[config.mk]
export PLATFORM = sky130hd
export DESIGN_NAME = mxdram_ctrl
export DESIGN_NICKNAME = d
export VERILOG_FILES = /design/src/rtl/mxd_pkg.sv /design/src/rtl/mxd_refresh.sv /design/src/rtl/mxd_seq.sv /design/src/rtl/mxdram_ctrl.sv
export SDC_FILE = /design/constraint.sdc
export NUM_CORES = 1
export LEC_CHECK = 0
export BUFFER_PORTS_ARGS = -buffer_cell sky130_fd_sc_hd__buf_2
export CAP_MARGIN = 20
export CORE_MARGIN = 4
export CORE_UTILIZATION = 66
export CTS_BUF_LIST = sky130_fd_sc_hd__clkbuf_4 sky130_fd_sc_hd__clkbuf_8
export DETAILED_ROUTE_END_ITERATION = 10
export PLACE_DENSITY = 0.88
export SLEW_MARGIN = 25
export SYNTH_ARGS = -nofsm -noshare
export SYNTH_HDL_FRONTEND = slang
export SYNTH_HIERARCHICAL = 1
export SYNTH_SLANG_ARGS = --single-unit
[constraint.sdc]
create_clock -name clk -period 5.5 [get_ports clk]
set_input_delay 0.275 -clock clk [delete_from_list [all_inputs] [get_ports clk]]
set_output_delay 0.275 -clock clk [all_outputs]
set_load 0.05 [all_outputs]
[src/rtl/mxd_pkg.sv]
package mxd_pkg;

  typedef enum logic [2:0] {
    S_IDLE,
    S_RAS,
    S_CSET,
    S_CAS,
    S_PRE,
    S_CBR_CS,
    S_CBR_RAS
  } seq_state_t;

  // nanoseconds to whole clock cycles, rounded up
  function automatic int ns2cyc(input int ns, input int clk_ns);
    return (ns + clk_ns - 1) / clk_ns;
  endfunction

  function automatic int max2(input int a, input int b);
    return (a > b) ? a : b;
  endfunction

endpackage

[src/rtl/mxd_refresh.sv]
module mxd_refresh #(
  parameter int INIT_CYC  = 25000,
  parameter int REF_CYC   = 1950,
  parameter int INIT_REFS = 8
) (
  input  logic clk,
  input  logic rst_n,
  input  logic ack,
  output logic due,
  output logic init_done
);
  localparam int PW_W = $clog2(INIT_CYC + 1);
  localparam int RF_W = $clog2(REF_CYC + 1);
  localparam int IR_W = $clog2(INIT_REFS + 1);

  logic [PW_W-1:0] pwr_cnt;
  logic            pwr_ok;
  logic [RF_W-1:0] ref_cnt;
  logic [IR_W-1:0] init_left;
  logic            pend;

  wire ref_tick = pwr_ok && (ref_cnt == RF_W'(REF_CYC - 1));

  always_ff @(posedge clk or negedge rst_n) begin
    if (!rst_n) begin
      pwr_cnt   <= '0;
      pwr_ok    <= 1'b0;
      ref_cnt   <= '0;
      init_left <= IR_W'(INIT_REFS);
      pend      <= 1'b0;
    end else begin
      if (!pwr_ok) begin
        pwr_cnt <= pwr_cnt + 1'b1;
        if (pwr_cnt == PW_W'(INIT_CYC - 1)) pwr_ok <= 1'b1;
      end else begin
        ref_cnt <= ref_tick ? '0 : ref_cnt + 1'b1;
      end
      if (ack && init_left != '0) init_left <= init_left - 1'b1;
      if (ref_tick) pend <= 1'b1;
      else if (ack && init_left == '0) pend <= 1'b0;
    end
  end

  assign due       = pwr_ok && (init_left != '0 || pend);
  assign init_done = pwr_ok && (init_left == '0);


  ack_when_due_chk: assert property (@(posedge clk) disable iff (!rst_n)
    ack |-> due);

  tick_raises_due_chk: assert property (@(posedge clk) disable iff (!rst_n)
    ref_tick |=> due);

  quiet_before_power_chk: assert property (@(posedge clk) disable iff (!rst_n)
    !pwr_ok |-> !due && !init_done);

endmodule

[src/rtl/mxd_seq.sv]
module mxd_seq
  import mxd_pkg::*;
#(
  parameter int ROW_W     = 10,
  parameter int COL_W     = 10,
  parameter int DQ_W      = 4,
  parameter int RAS_CYC   = 10,
  parameter int RP_CYC    = 9,
  parameter int RCD_CYC   = 3,
  parameter int SC_CYC    = 7,
  parameter int SCMAX_CYC = 25000
) (
  input  logic                            clk,
  input  logic                            rst_n,
  input  logic                            req_valid,
  output logic                            req_ready,
  input  logic                            req_write,
  input  logic [ROW_W+COL_W-1:0]          req_addr,
  input  logic [DQ_W-1:0]                 req_wdata,
  output logic                            rsp_valid,
  output logic [DQ_W-1:0]                 rsp_rdata,
  input  logic                            ref_due,
  input  logic                            init_done,
  output logic                            ref_ack,
  output logic [max2(ROW_W,COL_W)-1:0]    dram_addr,
  output logic                            dram_ras_n,
  output logic                            dram_cs_n,
  output logic                            dram_we_n,
  output logic [DQ_W-1:0]                 dram_dq_out,
  output logic                            dram_dq_oe,
  input  logic [DQ_W-1:0]                 dram_dq_in
);
  localparam int ADDR_W = ROW_W + COL_W;
  localparam int DA_W   = max2(ROW_W, COL_W);
  localparam int TMR_W  = $clog2(max2(max2(RAS_CYC, RP_CYC), max2(RCD_CYC, SC_CYC)) + 1);
  localparam int AGE_W  = $clog2(SCMAX_CYC + 1);

  seq_state_t        state;
  logic [TMR_W-1:0]  tmr;
  logic [AGE_W-1:0]  ras_age;   // cycles the row strobe has been low
  logic [ROW_W-1:0]  cur_row;
  logic [COL_W-1:0]  cur_col;
  logic              cur_wr;
  logic [DQ_W-1:0]   cur_data;
  logic              rd_pend;

  wire [ROW_W-1:0] req_row = req_addr[ADDR_W-1:COL_W];
  wire [COL_W-1:0] req_col = req_addr[COL_W-1:0];

  // named internal events
  wire tmr_done    = (tmr == '0);
  wire burst_ok    = ras_age < AGE_W'(SCMAX_CYC - SC_CYC - 2);
  wire ras_min_met = ras_age >= AGE_W'(RAS_CYC - 1);
  wire open_ok     = (state == S_IDLE) && init_done && !ref_due;
  wire cont_ok     = (state == S_CAS) && tmr_done && !ref_due && burst_ok && (req_row == cur_row);
  wire fire        = req_valid && req_ready;

  assign req_ready = open_ok || cont_ok;
  assign ref_ack   = (state == S_IDLE) && ref_due;

  always_ff @(posedge clk or negedge rst_n) begin
    if (!rst_n) begin
      state       <= S_IDLE;
      tmr         <= '0;
      ras_age     <= '0;
      cur_row     <= '0;
      cur_col     <= '0;
      cur_wr      <= 1'b0;
      cur_data    <= '0;
      rd_pend     <= 1'b0;
      rsp_valid   <= 1'b0;
      rsp_rdata   <= '0;
      dram_addr   <= '0;
      dram_ras_n  <= 1'b1;
      dram_cs_n   <= 1'b1;
      dram_we_n   <= 1'b1;
      dram_dq_out <= '0;
      dram_dq_oe  <= 1'b0;
    end else begin
      rsp_valid <= 1'b0;
      if (dram_ras_n) ras_age <= '0;
      else if (ras_age != '1) ras_age <= ras_age + 1'b1;

      unique case (state)
        S_IDLE: begin
          if (ref_due) begin
            dram_cs_n <= 1'b0;
            state     <= S_CBR_CS;
          end else if (fire) begin
            dram_ras_n <= 1'b0;
            dram_addr  <= DA_W'(req_row);
            cur_row    <= req_row;
            cur_col    <= req_col;
            cur_wr     <= req_write;
            cur_data   <= req_wdata;
            tmr        <= TMR_W'(RCD_CYC - 1);
            state      <= S_RAS;
          end
        end
        S_RAS: begin
          if (tmr_done) begin
            dram_addr   <= DA_W'(cur_col);
            dram_we_n   <= !cur_wr;
            dram_dq_oe  <= cur_wr;
            dram_dq_out <= cur_data;
            rd_pend     <= !cur_wr;
            state       <= S_CSET;
          end else tmr <= tmr - 1'b1;
        end
        S_CSET: begin
          dram_cs_n <= 1'b0;
          tmr       <= TMR_W'(SC_CYC - 1);
          state     <= S_CAS;
        end
        S_CAS: begin
          if (!tmr_done) begin
            tmr <= tmr - 1'b1;
            if (cur_wr) dram_we_n <= 1'b0;
          end else begin
            if (rd_pend) begin
              rsp_valid <= 1'b1;
              rsp_rdata <= dram_dq_in;
              rd_pend   <= 1'b0;
            end
            if (fire) begin
              dram_addr   <= DA_W'(req_col);
              dram_we_n   <= 1'b1;
              dram_dq_oe  <= req_write;
              dram_dq_out <= req_wdata;
              cur_wr      <= req_write;
              rd_pend     <= !req_write;
              tmr         <= TMR_W'(SC_CYC - 1);
            end else if (ras_min_met) begin
              dram_ras_n <= 1'b1;
              dram_cs_n  <= 1'b1;
              dram_we_n  <= 1'b1;
              dram_dq_oe <= 1'b0;
              tmr        <= TMR_W'(RP_CYC - 1);
              state      <= S_PRE;
            end
          end
        end
        S_PRE: begin
          if (tmr_done) state <= S_IDLE;
          else tmr <= tmr - 1'b1;
        end
        S_CBR_CS: begin
          dram_ras_n <= 1'b0;
          tmr        <= TMR_W'(RAS_CYC - 1);
          state      <= S_CBR_RAS;
        end
        S_CBR_RAS: begin
          if (tmr_done) begin
            dram_ras_n <= 1'b1;
            dram_cs_n  <= 1'b1;
            tmr        <= TMR_W'(RP_CYC - 1);
            state      <= S_PRE;
          end else tmr <= tmr - 1'b1;
        end
        default: state <= S_IDLE;
      endcase
    end
  end


  ras_low_min_chk: assert property (@(posedge clk) disable iff (!rst_n)
    $rose(dram_ras_n) |-> ras_age >= AGE_W'(RAS_CYC));

  cbr_order_chk: assert property (@(posedge clk) disable iff (!rst_n)
    ($fell(dram_ras_n) && !dram_cs_n) |-> (dram_we_n && $past(!dram_cs_n)));

  early_write_chk: assert property (@(posedge clk) disable iff (!rst_n)
    ($fell(dram_cs_n) && !dram_ras_n) |-> ($stable(dram_we_n) && (dram_dq_oe == !dram_we_n)));

  due_blocks_host_chk: assert property (@(posedge clk) disable iff (!rst_n)
    ref_due |-> !req_ready);

  ras_cap_chk: assert property (@(posedge clk) disable iff (!rst_n)
    !dram_ras_n |-> ras_age < AGE_W'(SCMAX_CYC));

  no_host_in_init_chk: assert property (@(posedge clk) disable iff (!rst_n)
    !init_done |-> !req_ready);

  cs_rises_with_ras_chk: assert property (@(posedge clk) disable iff (!rst_n)
    $rose(dram_cs_n) |-> $rose(dram_ras_n));

endmodule

[src/rtl/mxdram_ctrl.sv]
module mxdram_ctrl
  import mxd_pkg::*;
#(
  parameter int ROW_W      = 10,
  parameter int COL_W      = 10,
  parameter int DQ_W       = 4,
  parameter int CLK_NS     = 8,
  parameter int RAS_NS     = 80,
  parameter int RP_NS      = 70,
  parameter int RCD_NS     = 20,
  parameter int SC_NS      = 55,
  parameter int REF_NS     = 15600,
  parameter int INIT_NS    = 200000,
  parameter int SCMAX_NS   = 200000,
  parameter int INIT_REFS  = 8
) (
  input  logic                                   clk,
  input  logic                                   rst_n,
  input  logic                                   req_valid,
  output logic                                   req_ready,
  input  logic                                   req_write,
  input  logic [ROW_W+COL_W-1:0]                 req_addr,
  input  logic [DQ_W-1:0]                        req_wdata,
  output logic                                   rsp_valid,
  output logic [DQ_W-1:0]                        rsp_rdata,
  output logic [((ROW_W>COL_W)?ROW_W:COL_W)-1:0] dram_addr,
  output logic                                   dram_ras_n,
  output logic                                   dram_cs_n,
  output logic                                   dram_we_n,
  output logic [DQ_W-1:0]                        dram_dq_out,
  output logic                                   dram_dq_oe,
  input  logic [DQ_W-1:0]                        dram_dq_in
);
  localparam int RAS_CYC   = ns2cyc(RAS_NS, CLK_NS);
  localparam int RP_CYC    = ns2cyc(RP_NS, CLK_NS);
  localparam int RCD_CYC   = ns2cyc(RCD_NS, CLK_NS);
  localparam int SC_CYC    = ns2cyc(SC_NS, CLK_NS);
  localparam int REF_CYC   = REF_NS / CLK_NS;     // round down: never late
  localparam int INIT_CYC  = ns2cyc(INIT_NS, CLK_NS);
  localparam int SCMAX_CYC = SCMAX_NS / CLK_NS;

  logic ref_due, ref_ack, init_done;

  mxd_refresh #(
    .INIT_CYC (INIT_CYC),
    .REF_CYC  (REF_CYC),
    .INIT_REFS(INIT_REFS)
  ) u_refresh (
    .clk      (clk),
    .rst_n    (rst_n),
    .ack      (ref_ack),
    .due      (ref_due),
    .init_done(init_done)
  );

  mxd_seq #(
    .ROW_W    (ROW_W),
    .COL_W    (COL_W),
    .DQ_W     (DQ_W),
    .RAS_CYC  (RAS_CYC),
    .RP_CYC   (RP_CYC),
    .RCD_CYC  (RCD_CYC),
    .SC_CYC   (SC_CYC),
    .SCMAX_CYC(SCMAX_CYC)
  ) u_seq (
    .clk        (clk),
    .rst_n      (rst_n),
    .req_valid  (req_valid),
    .req_ready  (req_ready),
    .req_write  (req_write),
    .req_addr   (req_addr),
    .req_wdata  (req_wdata),
    .rsp_valid  (rsp_valid),
    .rsp_rdata  (rsp_rdata),
    .ref_due    (ref_due),
    .init_done  (init_done),
    .ref_ack    (ref_ack),
    .dram_addr  (dram_addr),
    .dram_ras_n (dram_ras_n),
    .dram_cs_n  (dram_cs_n),
    .dram_we_n  (dram_we_n),
    .dram_dq_out(dram_dq_out),
    .dram_dq_oe (dram_dq_oe),
    .dram_dq_in (dram_dq_in)
  );

endmodule

==> impl_metrics.env <==
export IMPL_drc=0
export IMPL_hpwlAfterDp_um=8520
export IMPL_cts_sinks=103
export IMPL_num_vias=4385
export IMPL_drt_wl_total_um=12100
export IMPL_layout_nets=655
export IMPL_status="finished clean"
export IMPL_die_w_um=98.6
export IMPL_hold_viol=0
export IMPL_firstDrtPassIters=4
export IMPL_ant_nets=0
export IMPL_slew_violations=0
export IMPL_p_leak_nw=2.94
export IMPL_worstHoldEndpoint="u_seq/cur_data[3]$_DFFE_PN0P_"
export IMPL_gp_congestion=0.883
export IMPL_async_flop_share_pct=100
export IMPL_worstRegToRegCells=9
export IMPL_io_buffer_count=55
export IMPL_min_from="req_wdata[3]"
export IMPL_worstPathCellList="inv_1 -> ha_1 -> or3b_1 -> nor2_1 -> nor2_1 -> nor4_1 -> and3_1 -> o22ai_4 -> mux2_2"
export IMPL_clock_fmax_ghz=0.275
export IMPL_cts_tree="done"
export IMPL_start_util_pct=69.0
export IMPL_cts_resized=0
export IMPL_hold_path_class="in -> reg"
export IMPL_crit_top_cell="nor2_1"
export IMPL_synthCells=565
export IMPL_row_count=32
export IMPL_grt_pass1_vias=4359
export IMPL_end_kind="flip-flop"
export IMPL_grt_pass1_wl_um=20900
export IMPL_period_minus_slack_ns=3.63
export IMPL_wl_per_cell_um=16.8
export IMPL_power_density_nw_per_um2=277
export IMPL_path_clk_slew_ns=0.11
export IMPL_timing_setup_tns_ns=0
export IMPL_slew_headroom_pct=33.8
export IMPL_pre_cts_ws_ns=1.98
export IMPL_final_common_cell="nand2_1"
export IMPL_tightest_slew_ns=0.994
export IMPL_cp_num_buf_inv=1
export IMPL_grt_ovfl_total=0
export IMPL_synth_top_area_share_pct=45.7
export IMPL_synthTopCellsByArea="dfrtp_1 (46%), nand2_1 (8.5%), mux2_2 (4.8%), xor2_1 (3.2%), xnor2_1 (3.1%)"
export IMPL_syn_num_nets=605
export IMPL_die_area_um2=9720
export IMPL_viasPerCell=6.07
export IMPL_min_period_over_period_pct=66.0
export IMPL_synth_cell_types=69
export IMPL_irDropWorstVdd_mv=0.260
export IMPL_setup_ws_ns=1.87
export IMPL_layout_drive_gt1_share_pct=18.2
export IMPL_antenna_found_initial=0
export IMPL_whs_ns=0.106
export IMPL_path_class="reg -> reg"
export IMPL_ff2ff_setup_slack_ns=1.87
export IMPL_cts_root_buf="clkbuf_8"
export IMPL_final_cell_mix="nand2_1 (123), dfrtp_1 (99), buf_2 (54)"
export IMPL_ioPinCount=56
export IMPL_timing_rr_start="u_refresh/init_left[0]$_DFFE_PN0P_"
export IMPL_synth_edf_count=0
export IMPL_cts_buffers=9
export IMPL_maxCapViolCount=0
export IMPL_path_delay_family="simple AND/OR/NAND/NOR gates"
export IMPL_fillers=538
export IMPL_coreArea_um2=7850
export IMPL_clk_path_buf_depth=2
export IMPL_slowest_stage="and3_1"
export IMPL_synth_area_um2=5420
export IMPL_track_usage_pct=26.2
export IMPL_finalSetupViolCount=0
export IMPL_fin_skew_ns=0.0158
export IMPL_yosys_warnings=6
export IMPL_worstSetupStartpointType="flip-flop"
export IMPL_rsz0062_at_grt="no"
export IMPL_synth_top_area_cell="dfrtp_1"
export IMPL_n_antenna_cell=0
export IMPL_syn2layout_area_growth_pct=10.9
export IMPL_ys_ff_latch=103
export IMPL_die_height_um=98.6
export IMPL_r2r_end="u_seq/dram_addr[0]$_DFFE_PN0P_"
export IMPL_min_path_cells=3
export IMPL_synth_flop_cell="dfrtp_1"
export IMPL_arrival_ns=3.89
export IMPL_drt_iter0_drc=314
export IMPL_insertion_delay_ns=0.37
export IMPL_htree_num_levels=3
export IMPL_path_max_fanout=25
export IMPL_syn_area_per_cell_um2=9.59
export IMPL_cp_slowest_stage_delay_ns=0.93
export IMPL_yosysSeqAreaShare_pct=47.7
export IMPL_cp_required_ns=5.76
export IMPL_grt_max_degree=56
## worst reg2reg max path: stages, from the launching register on
cell and delay (ns):
dfrtp_1 0.43, inv_1 0.07, ha_1 0.20, or3b_1 0.41, nor2_1 0.11, nor2_1 0.08
nor4_1 0.61, and3_1 0.93, o22ai_4 0.33, mux2_2 0.36
## worst max-delay path by stage
stage	startpoint	to	slack, ns	cells past startpoint
after detailed placement	u_refresh/init_left[0]$_DFFE_PN0P_	u_seq/dram_addr[6]$_DFFE_PN0P_	1.98	9
after global routing	u_refresh/init_left[0]$_DFFE_PN0P_	u_seq/dram_addr[8]$_DFFE_PN0P_	1.61	9
after global placement	u_refresh/init_left[0]$_DFFE_PN0P_	u_seq/dram_addr[2]$_DFFE_PN0P_	2.22	9
final	u_refresh/init_left[0]$_DFFE_PN0P_	u_seq/dram_addr[0]$_DFFE_PN0P_	1.87	9
after floorplan	u_refresh/init_left[0]$_DFFE_PN0P_	u_seq/dram_dq_oe$_DFFE_PN0P_	2.88	11
after CTS	u_refresh/init_left[0]$_DFFE_PN0P_	u_seq/dram_addr[6]$_DFFE_PN0P_	1.95	9
## cells by family after synthesis
family	share of synthesized area, %
compound gates	9.79
xor+xnor	6.31
fa+ha+maj	2.17
buf+inv	3.26
flops	47.7
mux	7.65
simple gates	23.1
## cell usage after synthesis (2+ instances only)
master,number
nor2_1,32
o22ai_1,2
ha_1,7
dfstp_2,4
nand2b_1,6
inv_1,19
nor3_1,16
and3_1,5
and2_1,4
dfrtp_1,99
or3_1,2
nor4_1,9
or3b_1,2
nand2_1,123
nor2b_1,4
buf_1,3
a2bb2oi_1,2
mux2i_1,14
o221ai_1,2
o211ai_1,4
or4_1,2
a31oi_1,6
a21oi_1,11
nand3_1,21
xor2_1,20
nor4_4,2
o21ai_0,29
xnor2_1,19
nand4_1,15
o21a_1,2
o21ai_1,2
a211oi_1,4
clkbuf_1,15
mux2_2,23
## report_power, final
| group | internal, mW | switching (mW) | total, mW |
|---|---|---|---|
| combinational | 0.108 | 0.181 | 0.290 |
| clock | 0.277 | 0.269 | 0.546 |
| sequential | 0.793 | 0.0344 | 0.828 |
## metrics by stage
stage | power, mW | std cells | area (um2) | utilization [%]
2_1_floorplan | 1.04 | 565 | 5420 | -
3_3_place_gp | 1.11 | 705 | 5760 | 73.4
3_5_place_dp | 1.13 | 705 | 5760 | 73.4
4_1_cts | 1.67 | 722 | 6010 | 76.5
5_1_grt | 1.74 | 722 | 6010 | 76.5
6_report | 1.66 | 722 | 6010 | 76.5
## state kept, by name, indices dropped and copies added, names as in the netlist
register,count
u_refresh/pwr_ok,1
u_seq/ras_age,15
u_seq/cur_row,10
u_seq/rsp_rdata,4
u_refresh/pwr_cnt,15
u_seq/dram_addr,10
u_seq/cur_col,10
u_seq/dram_cs_n,1
u_seq/dram_dq_oe,1
u_seq/rsp_valid,1
u_refresh/ref_cnt,11
u_seq/tmr,4
u_seq/state,3
u_seq/dram_dq_out,4
u_seq/rd_pend,1
u_seq/cur_wr,1
u_refresh/pend,1
u_seq/cur_data,4
u_seq/dram_we_n,1
u_refresh/init_left,4
u_seq/dram_ras_n,1
## layer usage
metal,wire [um],vias to the layer above,track usage (%)
met1,5140,2156,34.3
met3,651,19,6.30
met2,6140,134,44.4
met4,182,0,6.62
met5,0,-,0
li1,-,2076,-
## area by class of cell
class                      instances  area, um2  share of cell area, %
clock inverter                     6       97.6                   1.62
tap                              102        128                   2.12
multi-input combinational        421       2660                   44.3
clock buffer                      10        138                   2.29
inverter                          21       92.6                   1.54
sequential                       103       2580                   43.0
timing repair buffer              59        310                   5.17
## what timing repair did
item	in CTS	in global routing
buffers inserted	0	0
hold buffers	1	0
endpoints found under the hold margin	45	0
Power figures use the tool's default switching activity.
